`src/rtl/i2cm_pkg.sv`:
```
`timescale 1ns/1ps
package i2cm_pkg;

  localparam int unsigned MEM_ADDR_W = 16;
  localparam int unsigned CS_W       = 3;
  localparam int unsigned BYTE_W     = 8;
  localparam logic [3:0]  DEV_TYPE   = 4'b1010;
  localparam logic [3:0]  ACK_BIT    = 4'd8;

  typedef enum logic [3:0] {
    PH_IDLE, PH_START, PH_DEVW, PH_ADRH, PH_ADRL,
    PH_WDAT, PH_RSTART, PH_DEVR, PH_RDAT, PH_STOP
  } phase_e;

  // Quarter-period length in system clocks, never below one.
  function automatic int unsigned quarter_div(int unsigned clk_hz, int unsigned scl_hz);
    int unsigned q;
    q = clk_hz / (4 * scl_hz);
    if (q == 0) q = 1;
    return q;
  endfunction

  function automatic logic [BYTE_W-1:0] dev_byte(logic [CS_W-1:0] cs, logic rd);
    return {DEV_TYPE, cs, rd};
  endfunction

  // Phase that follows an acknowledged byte.
  function automatic phase_e after_byte(phase_e ph, logic two, logic rd);
    phase_e n;
    case (ph)
      PH_DEVW: n = two ? PH_ADRH : PH_ADRL;
      PH_ADRH: n = PH_ADRL;
      PH_ADRL: n = rd ? PH_RSTART : PH_WDAT;
      PH_DEVR: n = PH_RDAT;
      default: n = PH_STOP;
    endcase
    return n;
  endfunction

  // Byte to shift out when entering a phase.
  function automatic logic [BYTE_W-1:0] byte_for(phase_e ph, logic [MEM_ADDR_W-1:0] a,
                                                  logic [BYTE_W-1:0] wd);
    logic [BYTE_W-1:0] b;
    case (ph)
      PH_ADRH: b = a[15:8];
      PH_ADRL: b = a[7:0];
      PH_WDAT: b = wd;
      default: b = '0;
    endcase
    return b;
  endfunction

  function automatic logic is_tx_byte(phase_e ph);
    return (ph == PH_DEVW) || (ph == PH_ADRH) || (ph == PH_ADRL) ||
           (ph == PH_WDAT) || (ph == PH_DEVR);
  endfunction

  // Clock and pull-down levels for one quarter of a slot: returns {scl, oe}.
  // Quarter 0 keeps the previous pull-down so data moves only at low-mid.
  function automatic logic [1:0] line_levels(phase_e ph, logic [1:0] q, logic [3:0] bitn,
                                             logic txbit, logic oe_now);
    logic scl, oe;
    scl = q[1];
    oe  = oe_now;
    case (ph)
      PH_IDLE:   begin scl = 1'b1; oe = 1'b0; end
      PH_START:  begin scl = 1'b1; oe = q[1]; end
      PH_RSTART: if (q != 2'd0) oe = (q == 2'd3);
      PH_STOP:   if (q != 2'd0) oe = (q != 2'd3);
      PH_RDAT:   if (q != 2'd0) oe = 1'b0;
      default:   if (q != 2'd0) oe = (bitn == ACK_BIT) ? 1'b0 : ~txbit;
    endcase
    return {scl, oe};
  endfunction

endpackage

```
`src/rtl/i2cm_quarter_timer.sv`:
```
`timescale 1ns/1ps
module i2cm_quarter_timer #(
  parameter int unsigned QDIV = 4
) (
  input  logic       clk,
  input  logic       rst_n,
  input  logic       run,
  output logic       qtick,
  output logic [1:0] qidx
);
  localparam int unsigned CW = (QDIV > 1) ? $clog2(QDIV) : 1;

  logic [CW-1:0] cnt;

  assign qtick = run && (cnt == CW'(QDIV - 1));

  always_ff @(posedge clk) begin
    if (!rst_n || !run) begin
      cnt  <= '0;
      qidx <= 2'd0;
    end else if (qtick) begin
      cnt  <= '0;
      qidx <= qidx + 2'd1;
    end else begin
      cnt  <= cnt + CW'(1);
    end
  end

  // the quarter index moves only on a divider tick
  p_quarter_hold_r10: assert property (@(posedge clk) disable iff (!rst_n)
    !$past(qtick) |-> (qidx == $past(qidx)));

endmodule

```
`src/rtl/i2cm_sequencer.sv`:
```
`timescale 1ns/1ps
module i2cm_sequencer
  import i2cm_pkg::*;
(
  input  logic                  clk,
  input  logic                  rst_n,
  input  logic                  start_i,
  input  logic                  rd_i,
  input  logic [CS_W-1:0]       cs_i,
  input  logic [MEM_ADDR_W-1:0] addr_i,
  input  logic                  addr_two_i,
  input  logic [BYTE_W-1:0]     wdata_i,
  input  logic                  qtick,
  input  logic [1:0]            qidx,
  input  logic                  sda_i,
  output phase_e                phase,
  output logic [3:0]            bitn,
  output logic                  txbit,
  output logic [BYTE_W-1:0]     rdata_o,
  output logic                  done_o,
  output logic                  err_o
);
  logic                  rd_q, two_q;
  logic [CS_W-1:0]       cs_q;
  logic [MEM_ADDR_W-1:0] addr_q;
  logic [BYTE_W-1:0]     wd_q;
  logic [BYTE_W-1:0]     tx_sh, rx_sh;
  logic                  ack_r;

  // Named events
  logic   accept, slot_end, sample_pt, ack_fail;
  phase_e nxt;

  assign accept    = start_i && (phase == PH_IDLE);
  assign slot_end  = qtick && (qidx == 2'd3);
  assign sample_pt = qtick && (qidx == 2'd2);
  assign ack_fail  = slot_end && (bitn == ACK_BIT) && is_tx_byte(phase) && ack_r;
  assign txbit     = tx_sh[BYTE_W-1];

  always_comb nxt = after_byte(phase, two_q, rd_q);

  always_ff @(posedge clk) begin
    if (!rst_n) begin
      phase   <= PH_IDLE;
      bitn    <= '0;
      tx_sh   <= '0;
      rx_sh   <= '0;
      ack_r   <= 1'b0;
      rdata_o <= '0;
      done_o  <= 1'b0;
      err_o   <= 1'b0;
      rd_q    <= 1'b0;
      two_q   <= 1'b0;
      cs_q    <= '0;
      addr_q  <= '0;
      wd_q    <= '0;
    end else begin
      done_o <= 1'b0;
      if (accept) begin
        rd_q   <= rd_i;
        two_q  <= addr_two_i;
        cs_q   <= cs_i;
        addr_q <= addr_i;
        wd_q   <= wdata_i;
        err_o  <= 1'b0;
        bitn   <= '0;
        phase  <= PH_START;
      end
      if (sample_pt) begin
        if (bitn == ACK_BIT)      ack_r <= sda_i;
        else if (phase == PH_RDAT) rx_sh <= {rx_sh[BYTE_W-2:0], sda_i};
      end
      if (slot_end) begin
        case (phase)
          PH_START: begin
            phase <= PH_DEVW;
            tx_sh <= dev_byte(cs_q, 1'b0);
            bitn  <= '0;
          end
          PH_RSTART: begin
            phase <= PH_DEVR;
            tx_sh <= dev_byte(cs_q, 1'b1);
            bitn  <= '0;
          end
          PH_STOP: begin
            phase  <= PH_IDLE;
            done_o <= 1'b1;
          end
          default: begin
            if (bitn != ACK_BIT) begin
              bitn  <= bitn + 4'd1;
              tx_sh <= {tx_sh[BYTE_W-2:0], 1'b0};
            end else begin
              bitn <= '0;
              if (ack_fail) begin
                err_o <= 1'b1;
                phase <= PH_STOP;
              end else begin
                phase <= nxt;
                tx_sh <= byte_for(nxt, addr_q, wd_q);
                if (phase == PH_RDAT) rdata_o <= rx_sh;
              end
            end
          end
        endcase
      end
    end
  end

  // a refused byte leads straight into the stop slot
  p_nack_to_stop_r7: assert property (@(posedge clk) disable iff (!rst_n)
    ack_fail |=> (phase == PH_STOP));

  // done lasts a single cycle
  p_done_pulse_r8: assert property (@(posedge clk) disable iff (!rst_n)
    done_o |=> !done_o);

  // error flag holds while idle without a request
  p_err_hold_r8: assert property (@(posedge clk) disable iff (!rst_n)
    (phase == PH_IDLE && !start_i) |=> $stable(err_o));

  // a request during a transfer leaves the latched request untouched
  p_busy_hold_r9: assert property (@(posedge clk) disable iff (!rst_n)
    (start_i && phase != PH_IDLE) |=> ($stable(addr_q) && $stable(rd_q) && $stable(cs_q)));

endmodule

```
`src/rtl/i2cm_line_driver.sv`:
```
`timescale 1ns/1ps
module i2cm_line_driver
  import i2cm_pkg::*;
(
  input  logic       clk,
  input  logic       rst_n,
  input  phase_e     phase,
  input  logic [1:0] qidx,
  input  logic [3:0] bitn,
  input  logic       txbit,
  output logic       scl_o,
  output logic       sda_oe_o
);
  logic [1:0] want;
  logic       cond_slot;

  assign cond_slot = (phase == PH_START) || (phase == PH_RSTART) || (phase == PH_STOP);

  always_comb want = line_levels(phase, qidx, bitn, txbit, sda_oe_o);

  always_ff @(posedge clk) begin
    if (!rst_n) begin
      scl_o    <= 1'b1;
      sda_oe_o <= 1'b0;
    end else begin
      scl_o    <= want[1];
      sda_oe_o <= want[0];
    end
  end

  // lines rest high and released while idle
  p_idle_lines_r1: assert property (@(posedge clk) disable iff (!rst_n)
    $past(phase == PH_IDLE) |-> (scl_o && !sda_oe_o));

  // data moves under a high clock only as a start or a stop
  p_sda_quiet_high_r2: assert property (@(posedge clk) disable iff (!rst_n)
    (scl_o && $past(scl_o) && (sda_oe_o != $past(sda_oe_o))) |->
      ($past(cond_slot) && ($past(phase == PH_STOP) ? !sda_oe_o : sda_oe_o)));

  // the master never pulls the line during the received byte
  p_read_release_r6: assert property (@(posedge clk) disable iff (!rst_n)
    $past(phase == PH_RDAT) |-> !sda_oe_o);

endmodule

```
`src/rtl/i2c_mem_master.sv`:
```
`timescale 1ns/1ps
module i2c_mem_master
  import i2cm_pkg::*;
#(
  parameter int unsigned CLK_HZ = 100_000_000,
  parameter int unsigned SCL_HZ = 400_000
) (
  input  logic        clk,
  input  logic        rst_n,
  input  logic        start_i,
  input  logic        rd_i,
  input  logic [2:0]  cs_i,
  input  logic [15:0] addr_i,
  input  logic        addr_two_i,
  input  logic [7:0]  wdata_i,
  output logic [7:0]  rdata_o,
  output logic        done_o,
  output logic        err_o,
  output logic        scl_o,
  output logic        sda_oe_o,
  input  logic        sda_i
);
  localparam int unsigned QDIV = quarter_div(CLK_HZ, SCL_HZ);

  phase_e     phase;
  logic       qtick;
  logic [1:0] qidx;
  logic [3:0] bitn;
  logic       txbit;
  logic       timer_run;

  assign timer_run = (phase != PH_IDLE);

  i2cm_quarter_timer #(.QDIV(QDIV)) u_timer (
    .clk   (clk),
    .rst_n (rst_n),
    .run   (timer_run),
    .qtick (qtick),
    .qidx  (qidx)
  );

  i2cm_sequencer u_seq (
    .clk        (clk),
    .rst_n      (rst_n),
    .start_i    (start_i),
    .rd_i       (rd_i),
    .cs_i       (cs_i),
    .addr_i     (addr_i),
    .addr_two_i (addr_two_i),
    .wdata_i    (wdata_i),
    .qtick      (qtick),
    .qidx       (qidx),
    .sda_i      (sda_i),
    .phase      (phase),
    .bitn       (bitn),
    .txbit      (txbit),
    .rdata_o    (rdata_o),
    .done_o     (done_o),
    .err_o      (err_o)
  );

  i2cm_line_driver u_lines (
    .clk      (clk),
    .rst_n    (rst_n),
    .phase    (phase),
    .qidx     (qidx),
    .bitn     (bitn),
    .txbit    (txbit),
    .scl_o    (scl_o),
    .sda_oe_o (sda_oe_o)
  );

endmodule

```
`config.mk`:
```
export PLATFORM = sky130hd
export DESIGN_NAME = i2c_mem_master
export DESIGN_NICKNAME = d
export VERILOG_FILES = /design/src/rtl/i2cm_pkg.sv /design/src/rtl/i2cm_quarter_timer.sv /design/src/rtl/i2cm_sequencer.sv /design/src/rtl/i2cm_line_driver.sv /design/src/rtl/i2c_mem_master.sv
export SDC_FILE = /design/constraint.sdc
export NUM_CORES = 1
export LEC_CHECK = 0
export ABC_AREA = 1
export BUFFER_PORTS_ARGS = -buffer_cell sky130_fd_sc_hd__buf_2
export CAP_MARGIN = 10
export CORE_MARGIN = 2
export CORE_UTILIZATION = 40
export CTS_CLUSTER_SIZE = 20
export DETAILED_ROUTE_END_ITERATION = 16
export GPL_TIMING_DRIVEN = 0
export SLEW_MARGIN = 20
export SYNTH_ARGS = -nofsm -noshare
export SYNTH_HDL_FRONTEND = slang
export SYNTH_SLANG_ARGS = --single-unit
```
`constraint.sdc`:
```
create_clock -name clk -period 4.4 [get_ports clk]
set_input_delay 0.66 -clock clk [delete_from_list [all_inputs] [get_ports clk]]
set_output_delay 0.66 -clock clk [all_outputs]
set_load 0.01 [all_outputs]
```
==> metrics.txt <==
share of cells above drive strength 1 0.148; hold path endpoint u_seq.addr_q[8]; Critical R2R Capture u_seq.cs_q[2]; Root Driver clkbuf_8; sequential share of the synthesized area 0.426; period utilization 0.437; Register-to-Register Setup Slack 2480 ps; Row Count 34; Post-Syn Area 0.00348 mm^2; IO Pins 45; RSZ-0062 raised after global routing no; Setup Slack @ Placement 2480 ps; Clock Sinks 74; startpoint types flip-flop; synthesized net count 536; multiplexer share of the synthesized area 0; Final setup viols 0; gr usage total 0.189; vias per inst 4.95; xor-xnor portion of the synthesized cell area 0.0126; Leakage 1.75 nW; crit path DAT 2130 ps; Max stage delay cell, worst path nor2_2; DR vias roughly 3.3k; global-route wire length before repair between 10000 and 15000 um; diodes inserted 0; routability cong. 0.829; Worst-Margin Slew 607 ps; minimum clock period between 1500 and 2000 ps; initial antenna violation count 0; Layout Cells excl Fill between 600 and 700; Die Y ~97 um; Worst-path clk slew ~70 ps; post-synth top area share 0.426; cell mode on critical path nand2_1; Initial Util 0.406; final setup TNS 0 ps; Clock Latency Late Sink between 300 and 400 ps; synth unique cells 32; H-tree levels 3; FILL cells 924; Core ar. 0.00855 mm^2; largest net degree at the start of global routing 13; Max Freq 521 MHz; crit end category flip-flop; syn avg cell area 7.01 um^2; Cells after DPL 647; final hold vios 0; final core utilization 0.468; Synth Area in Compound Gates 0.113; starting DRC count in detailed routing 150; DR DRC count 0; Critical Path Fanout Max 10; # hold bufs at CTS 0; CTS Buf Count 9; status completed; Die W 97.2 um; flops & latches, synth between 70 and 80; HPWL Detailed around 6300 um; Simple-Gate Fraction of Synth Area 0.351; Crit path required time 4610 ps; die area 0.00945 mm^2; Port Buffers between 40 and 50; r2r startpoint u_seq.phase[3]; slew margin rel. 0.596; final worst slack 2480 ps; worst setup path class reg -> reg; Post-Synthesis Cells 496; VDD IR max 162 uV; Worst Hold Launch u_seq.addr_q[8]; Fin Hold WS between 400 and 500 ps; Post-DRT Antenna Nets 0; Worst R2R Path Depth 8; post-cts gate resize count 0; skew final 7.03 ps; Post-Route WL about 8400 um; Max Slew Vio Count 0; final net count 590; Syn. warnings 0; Hold Path Stages 2; vias in the first global route 3204; TritonCTS clock tree done; min-delay worst type reg -> reg; WL per Instance 12.6 um; Setup Buffers After CTS 0; Synth area leaders dfxtp_1 43%, nand2_1 14%, a21oi_1 7.9%; DRT Pass-1 Iters 4; Max-Cap Viols 0; GRT overflow 0; main combinational cell family by area after synthesis simple AND/OR/NAND/NOR gates; crit-path max cell delay 370 ps; post-synth top area cell dfxtp_1; PD cells 318 mW/mm^2; area delta synth->final 15.0%; post-synthesis adder-cell area fraction 0.0252; clock buffer depth 2; sequence of cells on the critical path buf_2 > nor2_2 > nand2_2 > inv_1 > nand2_1 > clkbuf_1 > nand2_1 > a21oi_1
## critical path: cells and delay by family, from the launching register on
family,cells,cell delay [ps]
and+or+nand+nor,4,840
buffers and inverters,3,570
DFF,1,300
AOI/OAI and AO/OA,1,60
## through the flow
step | instance area [um^2] | power [mW]
5_1_grt | 4000 | 1.33
3_3_place_gp | 3830 | 0.817
6_report | 4000 | 1.27
4_1_cts | 4000 | 1.28
2_1_floorplan | 3480 | 0.778
3_5_place_dp | 3830 | 0.819
## placed cells by master (no fill, tap or decap), types with 2 or more instances in the layout
master and count:
nor2_1 61, inv_2 2, nor2_4 2, clkbuf_1 14, clkinv_2 3, o211ai_1 2, o21ai_0 17, nor2_2 6
nand2_1 126, clkinvlp_4 2, nand3_2 2, nand4_1 11, inv_1 34, buf_2 45, dfxtp_1 74, nand3_1 53
buf_4 5, xor2_1 4, clkbuf_8 10, nand3b_1 2, nand2_2 2, nor3_1 4, ha_1 7, nand3_4 2
a21oi_1 55
## cell usage after synthesis (all sizes together)
library cell    n
nand2         128
dfxtp          74
nor2           69
nand3          57
a21oi          55
inv            36
o21ai          18
clkbuf         13
nand4          11
buf             9
ha              7
nor3            4
xor2            4
nand3b          2
o211ai          2
and2            1
and3            1
clkinv          1
nor3b           1
o22ai           1
o31ai           1
xnor2           1
## logic make-up (layout without fill, tap and decap cells)
logic type	count (synthesis)	after routing
AO/OA/AOI/OAI	77	77
XOR/XNOR	5	5
adder cells (fa/ha/maj)	7	7
buffers and inverters	59	118
flip-flops	74	74
AND/OR/NAND/NOR	274	274
## worst max path at each step
stage,cells after the start,start,to
2_1_floorplan,7,u_timer.cnt[0],u_seq.tx_sh[7]
3_3_place_gp,5,start_i,u_seq.cs_q[2]
3_5_place_dp,5,start_i,u_seq.cs_q[2]
4_1_cts,8,u_seq.phase[3],u_seq.cs_q[2]
5_1_grt,8,u_seq.phase[1],u_seq.cs_q[2]
6_report,8,u_seq.phase[3],u_seq.cs_q[2]
## per-layer routing
layer	routed length, um	vias to the layer above	track usage
li1	-	1727	-
met1	4060	1471	0.239
met2	3790	69	0.321
met3	368	16	0.0453
met4	163	0	0.0588
met5	0	-	0
## sequential cells by signal (all words and copies together), names as in the netlist, 2 cells and up
signal         flops
u_seq.addr_q      16
u_seq.bitn         4
u_seq.cs_q         3
u_seq.phase        4
u_seq.rdata_o      8
u_seq.rx_sh        8
u_seq.tx_sh        8
u_seq.wd_q         8
u_timer.cnt        6
u_timer.qidx       2
## area by class of cell
| type | count | area, um^2 | area share |
|---|---|---|---|
| Multi-Input combinational cell | 363 | 1740 | 0.436 |
| Timing Repair Buffer | 43 | 215 | 0.0538 |
| Clock buffer | 11 | 141 | 0.0354 |
| Clock inverter | 5 | 30.0 | 0.00751 |
| Tap cell | 108 | 135 | 0.0338 |
| Sequential cell | 74 | 1480 | 0.371 |
| Buffer | 22 | 111 | 0.0279 |
| Inverter | 37 | 139 | 0.0347 |
## report_power, final
part	leakage (nW)	switching (mW)	internal [mW]
Combinational	1.07	0.0667	0.0357
Clock	0.0851	0.250	0.217
Sequential	0.601	0.0122	0.688
Total	1.75	0.329	0.941
Power figures use the tool's default switching activity.
